**src/rtl/bcm_pkg.sv**
```systemverilog
package bcm_pkg;

  typedef enum logic [2:0] {
    PH_IDLE = 3'd0,
    PH_C1   = 3'd1,
    PH_C2   = 3'd2,
    PH_WAIT = 3'd3,
    PH_C3   = 3'd4,
    PH_C4   = 3'd5
  } phase_t;

  // strobe index = {is_io, is_write}
  localparam int STB_MEMR = 0;
  localparam int STB_MEMW = 1;
  localparam int STB_IOR  = 2;
  localparam int STB_IOW  = 3;
  localparam int NUM_STB  = 4;

  function automatic logic cmd_window(phase_t p);
    return (p == PH_C2) || (p == PH_WAIT) || (p == PH_C3);
  endfunction

  function automatic logic drive_window(phase_t p);
    return (p == PH_C2) || (p == PH_WAIT) || (p == PH_C3) || (p == PH_C4);
  endfunction

endpackage

```
**src/rtl/bcm_phase_fsm.sv**
```systemverilog
module bcm_phase_fsm
  import bcm_pkg::*;
#(
  parameter int MAX_WAITS = 6
) (
  input  logic   clk,
  input  logic   rst,
  input  logic   start,
  input  logic   bus_rdy,
  output phase_t phase_q,
  output phase_t phase_nxt,
  output logic   cap_hit_q
);

  localparam int WCW = (MAX_WAITS < 1) ? 1 : $clog2(MAX_WAITS + 1);
  localparam logic [WCW-1:0] CAP = WCW'(MAX_WAITS);
  localparam bit HAS_WAITS = (MAX_WAITS > 0);

  logic [WCW-1:0] wait_cnt_q;
  logic           at_cap;
  logic           cap_exit;

  assign at_cap = (wait_cnt_q == CAP);

  always_comb begin
    phase_nxt = phase_q;
    cap_exit  = 1'b0;
    unique case (phase_q)
      PH_IDLE: if (start) phase_nxt = PH_C1;
      PH_C1:   phase_nxt = PH_C2;
      PH_C2: begin
        if (bus_rdy) begin
          phase_nxt = PH_C3;
        end else if (HAS_WAITS) begin
          phase_nxt = PH_WAIT;
        end else begin
          phase_nxt = PH_C3;
          cap_exit  = 1'b1;
        end
      end
      PH_WAIT: begin
        if (bus_rdy) begin
          phase_nxt = PH_C3;
        end else if (at_cap) begin
          phase_nxt = PH_C3;
          cap_exit  = 1'b1;
        end
      end
      PH_C3:   phase_nxt = PH_C4;
      PH_C4:   phase_nxt = PH_IDLE;
      default: phase_nxt = PH_IDLE;
    endcase
  end

  always_ff @(posedge clk) begin
    if (rst) begin
      phase_q    <= PH_IDLE;
      wait_cnt_q <= '0;
      cap_hit_q  <= 1'b0;
    end else begin
      phase_q <= phase_nxt;
      if (start) begin
        cap_hit_q  <= 1'b0;
        wait_cnt_q <= '0;
      end else if (cap_exit) begin
        cap_hit_q <= 1'b1;
      end
      if (phase_q == PH_C2 && phase_nxt == PH_WAIT) begin
        wait_cnt_q <= WCW'(1);
      end else if (phase_q == PH_WAIT && phase_nxt == PH_WAIT) begin
        wait_cnt_q <= wait_cnt_q + WCW'(1);
      end
    end
  end

  // the wait counter never passes the cap
  p_wait_cap_r4: assert property (@(posedge clk) disable iff (rst)
    wait_cnt_q <= CAP);

  // a high ready sample in a wait phase leads straight to C3
  p_wait_exit_r3: assert property (@(posedge clk) disable iff (rst)
    (phase_q == PH_WAIT && bus_rdy) |=> (phase_q == PH_C3));

  // a low ready sample at the end of C2 opens a wait phase
  p_c2_stall_r3: assert property (@(posedge clk) disable iff (rst)
    (HAS_WAITS && phase_q == PH_C2 && !bus_rdy) |=> (phase_q == PH_WAIT));

  // C1 is always followed by C2
  p_c1_to_c2_r2: assert property (@(posedge clk) disable iff (rst)
    (phase_q == PH_C1) |=> (phase_q == PH_C2));

endmodule

```
**src/rtl/bcm_strobe_decode.sv**
```systemverilog
module bcm_strobe_decode
  import bcm_pkg::*;
(
  input  logic   clk,
  input  logic   rst,
  input  phase_t phase_nxt,
  input  logic   io_nxt,
  input  logic   write_nxt,
  output logic   ale,
  output logic   memr_n,
  output logic   memw_n,
  output logic   ior_n,
  output logic   iow_n,
  output logic   doe,
  output logic   done
);

  logic [1:0]         kind_idx;
  logic [NUM_STB-1:0] act;
  logic [NUM_STB-1:0] stb_n_q;

  assign kind_idx = {io_nxt, write_nxt};

  for (genvar g = 0; g < NUM_STB; g++) begin : g_stb
    assign act[g] = cmd_window(phase_nxt) && (kind_idx == 2'(g));
  end

  always_ff @(posedge clk) begin
    if (rst) begin
      stb_n_q <= '1;
      ale     <= 1'b0;
      doe     <= 1'b0;
      done    <= 1'b0;
    end else begin
      stb_n_q <= ~act;
      ale     <= (phase_nxt == PH_C1);
      doe     <= drive_window(phase_nxt) && write_nxt;
      done    <= (phase_nxt == PH_C4);
    end
  end

  assign memr_n = stb_n_q[STB_MEMR];
  assign memw_n = stb_n_q[STB_MEMW];
  assign ior_n  = stb_n_q[STB_IOR];
  assign iow_n  = stb_n_q[STB_IOW];

  // never more than one command strobe low
  p_one_strobe_r9: assert property (@(posedge clk) disable iff (rst)
    $countones(~stb_n_q) <= 1);

  // latch strobe lasts one clock
  p_ale_pulse_r2: assert property (@(posedge clk) disable iff (rst)
    ale |=> !ale);

  // strobes are released in the completion phase
  p_done_quiet_r9: assert property (@(posedge clk) disable iff (rst)
    done |-> (stb_n_q == '1));

endmodule

```
**src/rtl/bcm_data_path.sv**
```systemverilog
module bcm_data_path
  import bcm_pkg::*;
#(
  parameter int MEM_AW = 20,
  parameter int IO_AW  = 16,
  parameter int DW     = 8
) (
  input  logic              clk,
  input  logic              rst,
  input  logic              start,
  input  phase_t            phase_q,
  input  logic              req_write,
  input  logic              req_io,
  input  logic [MEM_AW-1:0] req_addr,
  input  logic [DW-1:0]     req_wdata,
  input  logic [DW-1:0]     bus_din,
  output logic              io_q,
  output logic              write_q,
  output logic [MEM_AW-1:0] bus_addr,
  output logic [DW-1:0]     bus_dout,
  output logic [DW-1:0]     rdata
);

  localparam int HI_W = MEM_AW - IO_AW;

  logic [MEM_AW-1:0] addr_shaped;

  if (HI_W > 0) begin : g_narrow_io
    assign addr_shaped = req_io ? {{HI_W{1'b0}}, req_addr[IO_AW-1:0]} : req_addr;
  end else begin : g_same_width
    assign addr_shaped = req_addr;
  end

  always_ff @(posedge clk) begin
    if (rst) begin
      io_q     <= 1'b0;
      write_q  <= 1'b0;
      bus_addr <= '0;
      bus_dout <= '0;
      rdata    <= '0;
    end else begin
      if (start) begin
        io_q     <= req_io;
        write_q  <= req_write;
        bus_addr <= addr_shaped;
        bus_dout <= req_wdata;
      end
      if (phase_q == PH_C3 && !write_q) begin
        rdata <= bus_din;
      end
    end
  end

  // the address holds through the cycle once latched
  p_addr_hold_r10: assert property (@(posedge clk) disable iff (rst)
    (phase_q == PH_C2 || phase_q == PH_WAIT || phase_q == PH_C3 || phase_q == PH_C4)
      |-> $stable(bus_addr));

  // captured read byte stays put outside the capture edge
  p_rdata_hold_r8: assert property (@(posedge clk) disable iff (rst)
    (phase_q == PH_C4) |=> $stable(rdata));

endmodule

```
**src/rtl/bus_cycle_master.sv**
```systemverilog
module bus_cycle_master
  import bcm_pkg::*;
#(
  parameter int MEM_AW    = 20,
  parameter int IO_AW     = 16,
  parameter int DW        = 8,
  parameter int MAX_WAITS = 6
) (
  input  logic              clk,
  input  logic              rst,
  input  logic              req_valid,
  input  logic              req_write,
  input  logic              req_io,
  input  logic [MEM_AW-1:0] req_addr,
  input  logic [DW-1:0]     req_wdata,
  output logic              busy,
  output logic              bus_ale,
  output logic [MEM_AW-1:0] bus_addr,
  output logic [DW-1:0]     bus_dout,
  output logic              bus_doe,
  input  logic [DW-1:0]     bus_din,
  output logic              bus_memr_n,
  output logic              bus_memw_n,
  output logic              bus_ior_n,
  output logic              bus_iow_n,
  input  logic              bus_rdy,
  output logic              done,
  output logic [DW-1:0]     rdata,
  output logic              timeout
);

  phase_t phase_q;
  phase_t phase_nxt;
  logic   cap_hit_q;
  logic   start;
  logic   io_q;
  logic   write_q;
  logic   io_nxt;
  logic   write_nxt;

  assign start     = req_valid && (phase_q == PH_IDLE);
  assign io_nxt    = start ? req_io : io_q;
  assign write_nxt = start ? req_write : write_q;
  assign busy      = (phase_q != PH_IDLE);
  assign timeout   = done && cap_hit_q;

  bcm_phase_fsm #(.MAX_WAITS(MAX_WAITS)) u_fsm (
    .clk       (clk),
    .rst       (rst),
    .start     (start),
    .bus_rdy   (bus_rdy),
    .phase_q   (phase_q),
    .phase_nxt (phase_nxt),
    .cap_hit_q (cap_hit_q)
  );

  bcm_strobe_decode u_stb (
    .clk       (clk),
    .rst       (rst),
    .phase_nxt (phase_nxt),
    .io_nxt    (io_nxt),
    .write_nxt (write_nxt),
    .ale       (bus_ale),
    .memr_n    (bus_memr_n),
    .memw_n    (bus_memw_n),
    .ior_n     (bus_ior_n),
    .iow_n     (bus_iow_n),
    .doe       (bus_doe),
    .done      (done)
  );

  bcm_data_path #(.MEM_AW(MEM_AW), .IO_AW(IO_AW), .DW(DW)) u_dp (
    .clk       (clk),
    .rst       (rst),
    .start     (start),
    .phase_q   (phase_q),
    .req_write (req_write),
    .req_io    (req_io),
    .req_addr  (req_addr),
    .req_wdata (req_wdata),
    .bus_din   (bus_din),
    .io_q      (io_q),
    .write_q   (write_q),
    .bus_addr  (bus_addr),
    .bus_dout  (bus_dout),
    .rdata     (rdata)
  );

  // done is a single-clock pulse
  p_done_pulse_r8: assert property (@(posedge clk) disable iff (rst)
    done |=> !done);

  // timeout only appears alongside done
  p_timeout_done_r4: assert property (@(posedge clk) disable iff (rst)
    timeout |-> done);

  // data is never driven during a read cycle
  p_no_drive_read_r7: assert property (@(posedge clk) disable iff (rst)
    (busy && !write_q) |-> !bus_doe);

  // after completion the master returns to idle
  p_idle_after_done_r10: assert property (@(posedge clk) disable iff (rst)
    done |=> !busy);

endmodule

```
**config.mk**
```make
export PLATFORM = sky130hd
export DESIGN_NAME = bus_cycle_master
export DESIGN_NICKNAME = d
export VERILOG_FILES = /design/src/rtl/bcm_pkg.sv /design/src/rtl/bcm_phase_fsm.sv /design/src/rtl/bcm_strobe_decode.sv /design/src/rtl/bcm_data_path.sv /design/src/rtl/bus_cycle_master.sv
export SDC_FILE = /design/constraint.sdc
export NUM_CORES = 1
export LEC_CHECK = 0
export ABC_CLOCK_PERIOD_IN_PS = 2700
export BUFFER_PORTS_ARGS = -buffer_cell sky130_fd_sc_hd__buf_2
export CORE_MARGIN = 2
export CORE_UTILIZATION = 47
export CTS_CLUSTER_SIZE = 25
export DETAILED_ROUTE_END_ITERATION = 8
export PLACE_DENSITY = 0.85
export SETUP_SLACK_MARGIN = 0.3
export SLEW_MARGIN = 30
export SYNTH_ARGS = -nofsm -noshare
export SYNTH_HDL_FRONTEND = slang
export SYNTH_HIERARCHICAL = 1
export SYNTH_SLANG_ARGS = --single-unit
```
**constraint.sdc**
```tcl
create_clock -name clk -period 2.7 [get_ports clk]
set_clock_uncertainty 0.05 [all_clocks]
set_input_delay 0 -clock clk [delete_from_list [all_inputs] [get_ports clk]]
set_output_delay 0 -clock clk [all_outputs]
set_load 0.05 [all_outputs]
```
==> summary.md, run 1 <==
| Metric | Value |
|---|---|
| Area share of the largest cell type after synthesis | `0.485` |
| Initial antenna violation count | `0` |
| Post-DRT Antenna Nets | `0` |
| H-tree Lvls | `2` |
| Worst slack, placed | `just under 0.7 ns` |
| Worst path bufs/invs | `2` |
| # setup viols final | `0` |
| DRT iter0 DRCs | `64` |
| Synth warn | `6` |
| RePlAce Congestion | `roughly 0.74` |
| CTS tree | `yes` |
| Largest net degree at the start of global routing | `37` |
| Placed Instances | `around 340` |
| CP delay by family, top | `buffers and inverters` |
| IO buf count | `86` |
| Die W | `a little over 70 um` |
| Yosys reg bits | `52` |
| Hold Path Class | `input pin to flip-flop` |
| Slew Viols, Final | `0` |
| Worst Setup Path Type | `flip-flop to flip-flop` |
| Cell Pwr Density | `676 mW/mm^2` |
| Vias in the first global route | `roughly 1900` |
| Register area share after synthesis | `0.485` |
| Post-synthesis area per instance | `between 10 and 15 um^2` |
| Status | `finished, final reports clean` |
| DRC Markers | `0` |
| Core area | `about 0.0044 mm^2` |
| EDFF count, synth | `0` |
| Mean number of vias per cell | `approximately 5.0` |
| Routed wire per std cell | `13.6 um` |
| Drt pass-1 iters | `4` |
| Clk sinks | `52` |
| Clock buffer depth | `2` |
| Die H | `a little over 70 um` |
| Unrepaired setup endpoints after global routing | `false` |
| Die ar. | `about 0.0051 mm^2` |
| Post-synth ARST share | `0` |
| Syn_nets | `250` |
| Tmin final | `approximately 2.2 ns` |
| Post-CTS setup buffer count | `0` |
| Final Cycle Share | `0.819` |
| Maximum fanout along the worst path | `30` |
| Row cnt | `24` |
| Area contributors post-synth | `dfxtp_1 (48%), mux2i_1 (16%), nand2b_1 (7.0%), nor2_1 (5.2%), nor4b_4 (2.2%)` |
| Commonest non-fill, non-tap cell in the layout | `buf_2` |
| Final cell count without fillers | `approximately 390` |
| Worst skew pair latency | `0.31 ns` |
| Layout Nets | `378` |
| Layout overhead on the synthesized area | `45.0%` |
| Largest stage delay, worst path | `around 0.60 ns` |
| Critical Path AT | `2.40 ns` |
| Clock slew at reported path FFs | `about 0.1 ns` |
| Crit path launch type | `flip-flop` |
| Area of the mapped netlist | `between 0.002 and 0.0025 mm^2` |
| Yosys cell types | `38` |
| Worst Max-Slew Pin Slew | `roughly 0.74 ns` |
| Leak pwr | `roughly 0.0014 uW` |
| DP HPWL | `3180 um` |
| Worst Setup End Kind | `flip-flop` |
| Ys flop type | `dfxtp_1` |
| Max_cap viols | `0` |
| Crit path cell chain | `nor4b_4, buf_6, nand3b_1, dlygate4sd3_1, a21oi_1` |
| First-pass GRT wire length | `about 8600 um` |
| Leading area contributor after synthesis | `dfxtp_1` |
| Final hold viol count | `0` |
| Layout fillers | `roughly 310` |
| Routed WL | `5280 um` |
| Slew HR | `0.506` |
| Worst Slack Setup Final | `roughly 0.5 ns` |
| Most frequent cells in the layout | `buf_2 (86), dfxtp_1 (52), dlygate4sd3_1 (41)` |
| IO Pins | `87` |
| N_diodes | `0` |
| CTS buffer count | `5` |
| Root Driver | `clkbuf_8` |
| WP data required | `2.89 ns` |
| Peak supply drop | `roughly 370 uV` |
| Layout cell share with drive strength beyond 1 | `0.328` |
| Setup TNS | `0 ns` |
| Achievable clock frequency | `~450 MHz` |
| Remaining Overflow, GRT | `0` |
| DR vias | `~1900` |
| Post-Syn Instances | `206` |
| Initial core utilization | `0.490` |
| GRT Util Overall | `0.211` |
| Worst path slowest cell | `dlygate4sd3_1` |
final cells by class:
class | count | area, um^2 | share of cell area
inverters | 3 | 11.3 | 0.00361
multi-input cells | 141 | 1030 | 0.331
clock inverters | 3 | 22.5 | 0.00723
repair buffers | 131 | 875 | 0.281
clock buffers | 5 | 68.8 | 0.0221
flip-flops and latches | 52 | 1040 | 0.334
well taps | 52 | 65.1 | 0.0209
routing by layer:
layer | part of all wire | wire length (um) | global-route usage
met1 | 0.42 | 2200 | 0.233
met2 | 0.51 | 2720 | 0.383
met3 | 0.052 | 277 | 0.0591
met4 | 0.017 | 88 | 0.0797
met5 | 0 | 0 | 0
cells by family (layout without fill, tap and decap cells):
kind of cell,count (synthesis),in the layout,synth area share
AO/OA/AOI/OAI,19,19,0.0530
XOR/XNOR,1,1,0.00408
adder cells (fa/ha/maj),2,2,0.0116
buffers and inverters,13,142,0.0349
flip-flops,52,52,0.485
multiplexers,37,37,0.176
AND/OR/NAND/NOR,82,82,0.236
where the power goes:
| part | leakage [uW] | switching, uW | internal (uW) |
|---|---|---|---|
| clock network | 0.0000485 | 265 | 186 |
| logic | 0.000944 | 477 | 277 |
| registers | 0.000425 | 55.4 | 845 |
stage by stage:
step           area, um^2  utilization  hold WS [ns]  power [uW]
2_1_floorplan        2150            -        0.0178        1460
5_1_grt              3120        0.711        0.0752        2210
3_3_place_gp         2610        0.595         0.181        1590
6_report             3120        0.711        0.0389        2110
4_1_cts              3110        0.710       0.00765        2110
3_5_place_dp         2610        0.595         0.193        1610
worst paths after layout:
check / startpoint / endpoint / slack (ns) / cells after the start
max: u_fsm/phase_q[0]$_SDFF_PP0_ / u_dp/bus_addr[16]$_SDFFE_PP0P_ / 0.49 / 5
min: bus_rdy / u_fsm/wait_cnt_q[0]$_SDFFE_PP0P_ / 0.04 / 4
max reg2reg: u_fsm/phase_q[0]$_SDFF_PP0_ / u_dp/bus_addr[16]$_SDFFE_PP0P_ / 0.49 / 5
min reg2reg: u_dp/bus_addr[19]$_SDFFE_PP0P_ / u_dp/bus_addr[19]$_SDFFE_PP0P_ / 0.42 / 2
worst reg2reg max path, delay by kind of cell (launching register included):
family,cells,cell delay (ns)
AOI/OAI and AO/OA,1,0.15
buffers and inverters,2,0.95
DFF,1,0.43
and+or+nand+nor,2,0.57
Yosys cell counts, types with 2 or more instances:
| cell | instances |
|---|---|
| dfxtp_1 | 52 |
| mux2i_1 | 34 |
| nor2_1 | 30 |
| nand2b_1 | 24 |
| a21oi_1 | 7 |
| buf_2 | 6 |
| nand3b_1 | 5 |
| o21ai_0 | 5 |
| buf_4 | 3 |
| inv_1 | 3 |
| nor2b_1 | 3 |
| nor3_1 | 3 |
| and3_1 | 2 |
| ha_1 | 2 |
| mux2_2 | 2 |
| nand2_1 | 2 |
| nor4b_4 | 2 |
timing repair:
action | CTS | global route
endpoints found under the setup margin | 0 | 3
gates resized for setup | 0 | 1
endpoints found under the hold margin | 38 | 0
hold buffers | 41 | 0
sequential cells by signal (all words and copies together) (netlist names):
| name | flops |
|---|---|
| u_dp/bus_dout | 8 |
| u_fsm/phase_q | 3 |
| u_stb/doe | 1 |
| u_stb/done | 1 |
| u_dp/bus_addr | 20 |
| u_fsm/wait_cnt_q | 3 |
| u_dp/write_q | 1 |
| u_dp/io_q | 1 |
| u_stb/ale | 1 |
| u_dp/rdata | 8 |
| u_stb/stb_n_q | 4 |
| u_fsm/cap_hit_q | 1 |
Note: power is estimated with default switching activity, not from simulation.
==> inputs of run 2 (changes only) <==
--- a/config.mk
+++ b/config.mk
@@ -5,13 +5,14 @@
 export SDC_FILE = /design/constraint.sdc
 export NUM_CORES = 1
 export LEC_CHECK = 0
-export ABC_CLOCK_PERIOD_IN_PS = 2700
+export ABC_AREA = 1
+export ABC_CLOCK_PERIOD_IN_PS = 1800
 export BUFFER_PORTS_ARGS = -buffer_cell sky130_fd_sc_hd__buf_2
 export CORE_MARGIN = 2
-export CORE_UTILIZATION = 47
+export CORE_UTILIZATION = 43
 export CTS_CLUSTER_SIZE = 25
 export DETAILED_ROUTE_END_ITERATION = 8
-export PLACE_DENSITY = 0.85
+export PLACE_DENSITY = 0.82
 export SETUP_SLACK_MARGIN = 0.3
 export SLEW_MARGIN = 30
 export SYNTH_ARGS = -nofsm -noshare
==> constraint.sdc (replaced) <==
create_clock -name clk -period 1.8 [get_ports clk]
set_clock_uncertainty 0.05 [all_clocks]
set_input_delay 0 -clock clk [delete_from_list [all_inputs] [get_ports clk]]
set_output_delay 0 -clock clk [all_outputs]
set_load 0.05 [all_outputs]
==> summary.md, run 2 <==
| Metric | Value |
|---|---|
| Status | `finished, final reports clean` |
| Most frequent cells in the layout | `buf_2 (86), nor2_1 (52), dfxtp_1 (51)` |
| Layout Nets | `456 (+21%)` |
| Clock slew at reported path FFs | `0.09 ns (about the same)` |
| Area of the mapped netlist | `0.00214 mm^2 (-0.52%)` |
| Die ar. | `0.00555 mm^2 (+8.2%)` |
| Final hold viol count | `0 (unchanged)` |
| WP data required | `1.92 ns (-0.97 ns)` |
| Die H | `74.5 um (+4.0%)` |
| H-tree Lvls | `2 (unchanged)` |
| IO Pins | `87 (unchanged)` |
| Setup TNS | `0 ns (unchanged)` |
| Worst skew pair latency | `0.29 ns (-0.02 ns)` |
| Worst Setup End Kind | `flip-flop` |
| Crit path launch type | `flip-flop` |
| FF/Latch Area | `0.00104 mm^2 (+0.12%)` |
| Cell Pwr Density | `1070 mW/mm^2 (+58%)` |
| Largest stage delay, worst path | `0.36 ns (-0.24 ns)` |
| Worst Max-Slew Pin Slew | `0.851 ns (+0.114 ns)` |
| Mean number of vias per cell | `4.80 (-3.1%)` |
| Routed WL | `6100 um (+16%)` |
| EDFF count, synth | `0 (unchanged)` |
| Tmin final | `1.48 ns (-0.728 ns)` |
| Combinational share of power | `0.410 (+0.052)` |
| GRT Util Overall | `0.216 (+0.00544)` |
| Row cnt | `25 (+4.2%)` |
| Area share of the largest cell type after synthesis | `0.487 (+0.00255)` |
| DP HPWL | `3370 um (+5.9%)` |
| Top cells by count, synth | `dfxtp_1 (52), nor2_1 (52), nand2_1 (40)` |
| Yosys reg bits | `52 (unchanged)` |
| Ys flop type | `dfxtp_1` |
| Yosys cell types | `27 (-29%)` |
| Layout fillers | `406 (+29%)` |
| Sw Ratio | `0.421 (+0.0420)` |
| First-pass GRT wire length | `9250 um (+8.1%)` |
| Largest regs | `u_dp/bus_addr x20, u_dp/bus_dout x8, u_dp/rdata x8` |
| Worst Setup Path Type | `flip-flop to flip-flop` |
| Synth warn | `6 (unchanged)` |
| Post-DRT Antenna Nets | `0 (unchanged)` |
| Clk sinks | `52 (unchanged)` |
| Slew Viols, Final | `0 (unchanged)` |
| DRT iter0 DRCs | `88 (+38%)` |
| DR vias | `2303 (+20%)` |
| Post-synth ARST share | `0 (unchanged)` |
| Clk pwr share | `0.195 (-0.019)` |
| N_diodes | `0 (unchanged)` |
| Biggest register | `u_dp/bus_addr` |
| Layout cell share with drive strength beyond 1 | `0.344 (+0.0155)` |
| Syn_nets | `322 (+29%)` |
| Largest net degree at the start of global routing | `35 (-5.4%)` |
| Worst Slack Setup Final | `0.316 ns (-0.172 ns)` |
| Area contributors post-synth | `dfxtp_1 (49%), nor2_1 (9.1%), nand2_1 (7.0%), o21ai_0 (6.3%), nor2_2 (5.3%)` |
| Die W | `74.5 um (+4.0%)` |
| Leading area contributor after synthesis | `dfxtp_1` |
| Peak supply drop | `642 uV (+75%)` |
| Initial core utilization | `0.449 (-0.0405)` |
| Switching pwr | `1470 uW (+84%)` |
| IO buf count | `86 (unchanged)` |
| Placed Instances | `426 (+26%)` |
| Routed wire per std cell | `12.7 um (-6.9%)` |
| Register area share after synthesis | `0.487 (+0.00255)` |
| Layout overhead on the synthesized area | `52.6%` |
| Drt pass-1 iters | `4 (unchanged)` |
| RePlAce Congestion | `0.786 (+6.0%)` |
| Initial antenna violation count | `0 (unchanged)` |
| CTS tree | `yes` |
| Critical Path AT | `1.61 ns (-0.79 ns)` |
| Max reg flops | `20 (unchanged)` |
| DRC Markers | `0 (unchanged)` |
| Internal Pwr Total | `2020 uW (+54%)` |
| Slew HR | `0.432 (-0.0743)` |
| Maximum fanout along the worst path | `4 (-87%)` |
| Setup slack, reg-to-reg | `0.32 ns (-0.17 ns)` |
| Commonest non-fill, non-tap cell in the layout | `buf_2` |
| Post-Syn Instances | `278 (+35%)` |
| Remaining Overflow, GRT | `0 (unchanged)` |
| Clock buffer depth | `2 (unchanged)` |
| Sequential power share | `0.395 (-0.032)` |
| CTS buffer count | `5 (unchanged)` |
| Worst slack, placed | `0.171 ns (-0.525 ns)` |
| Core area | `0.00475 mm^2 (+8.4%)` |
| Achievable clock frequency | `674 MHz (+49%)` |
| Final cell count without fillers | `480 (+24%)` |
| Hold Path Class | `input pin to flip-flop` |
| Vias in the first global route | `2195 (+13%)` |
| # setup viols final | `0 (unchanged)` |
| Multi-input gate area | `0.00100 mm^2 (-2.9%)` |
| Leak pwr | `0.00159 uW (+12%)` |
| Post-synthesis area per instance | `7.69 um^2 (-26%)` |
| Worst path slowest cell | `dfxtp_2` |
| Final Cycle Share | `0.824 (+0.00528)` |
| Crit path cell chain | `inv_1, ha_2, a21oi_4, nand2_4, nand3_4, inv_2, nand2_2, nand4_1` |
| Max_cap viols | `0 (unchanged)` |
| Unrepaired setup endpoints after global routing | `true` |
| Root Driver | `clkbuf_8` |
| Final Power | `3480 uW (+65%)` |
==> run 2: layout make-up <==
type / count / share of cell area
clock buffers: 6 / 0.0253
clock inverters: 2 / 0.00307
inverters: 28 / 0.0330
multi-input cells: 188 / 0.307
flip-flops and latches: 52 / 0.320
well taps: 67 / 0.0257
repair buffers: 137 / 0.286
==> run 2: logic make-up after synthesis <==
kind of cell | synth area share
and+or+nand+nor | 0.298
DFF | 0.487
AOI/OAI and AO/OA | 0.120
buffers and inverters | 0.0790
adders and majority gates | 0.0117
xor gates and xnor gates | 0.00410
==> run 2: path summary, 6_finish.rpt <==
path,endpoint,cells past startpoint,startpoint
worst max register to register,u_stb/stb_n_q[1]$_SDFF_PP1_,8,u_fsm/wait_cnt_q[0]$_SDFFE_PP0P_
worst max-delay path,u_stb/stb_n_q[1]$_SDFF_PP1_,8,u_fsm/wait_cnt_q[0]$_SDFFE_PP0P_
worst min-delay path,u_stb/stb_n_q[2]$_SDFF_PP1_,4,req_valid
worst min register to register,u_dp/bus_addr[17]$_SDFFE_PP0P_,2,u_dp/bus_addr[17]$_SDFFE_PP0P_
==> run 2: power by group through the flow <==
stage	logic (uW)	registers (uW)	clock network, uW
after CTS	1340	1370	698
after detailed placement	1260	1400	0
after floorplan	507	1870	0
final	1430	1380	678
after global routing	1540	1390	731
after global placement	1240	1400	0
==> run 2: stage by stage <==
| stage | hold WS [ns] | area [um^2] | utilization |
|---|---|---|---|
| final | 0.0672 | 3260 | 0.686 |
| after global routing | 0.0694 | 3260 | 0.686 |
| after CTS | 0.0299 | 3160 | 0.664 |
| after detailed placement | 0.179 | 2630 | 0.552 |
| after global placement | 0.171 | 2630 | 0.552 |
| after floorplan | 0.0124 | 2140 | - |
==> run 2: layer usage <==
layer	vias to the layer above	GRT usage	share of wire
met5	-	0	0
met2	73	0.408	0.55
met1	1069	0.230	0.39
met3	8	0.0474	0.046
met4	0	0.0913	0.015
li1	1153	-	-
==> run 2: what timing repair did <==
item / 4_1_cts / 5_1_grt
setup buffers: 0 / 3
endpoints found under the hold margin: 39 / 0
setup endpoints to repair: 37 / 45
gates resized for setup: 3 / 18
pin swaps: 1 / 3
hold buffers: 43 / 0
==> run 2: worst max-delay path: cells and delay by family (launching register included) <==
family	cells	cell delay (ns)
AND/OR/NAND/NOR	4	0.40
flip-flops	1	0.36
AO/OA/AOI/OAI	1	0.23
adder cells (fa/ha/maj)	1	0.20
buffers and inverters	2	0.12
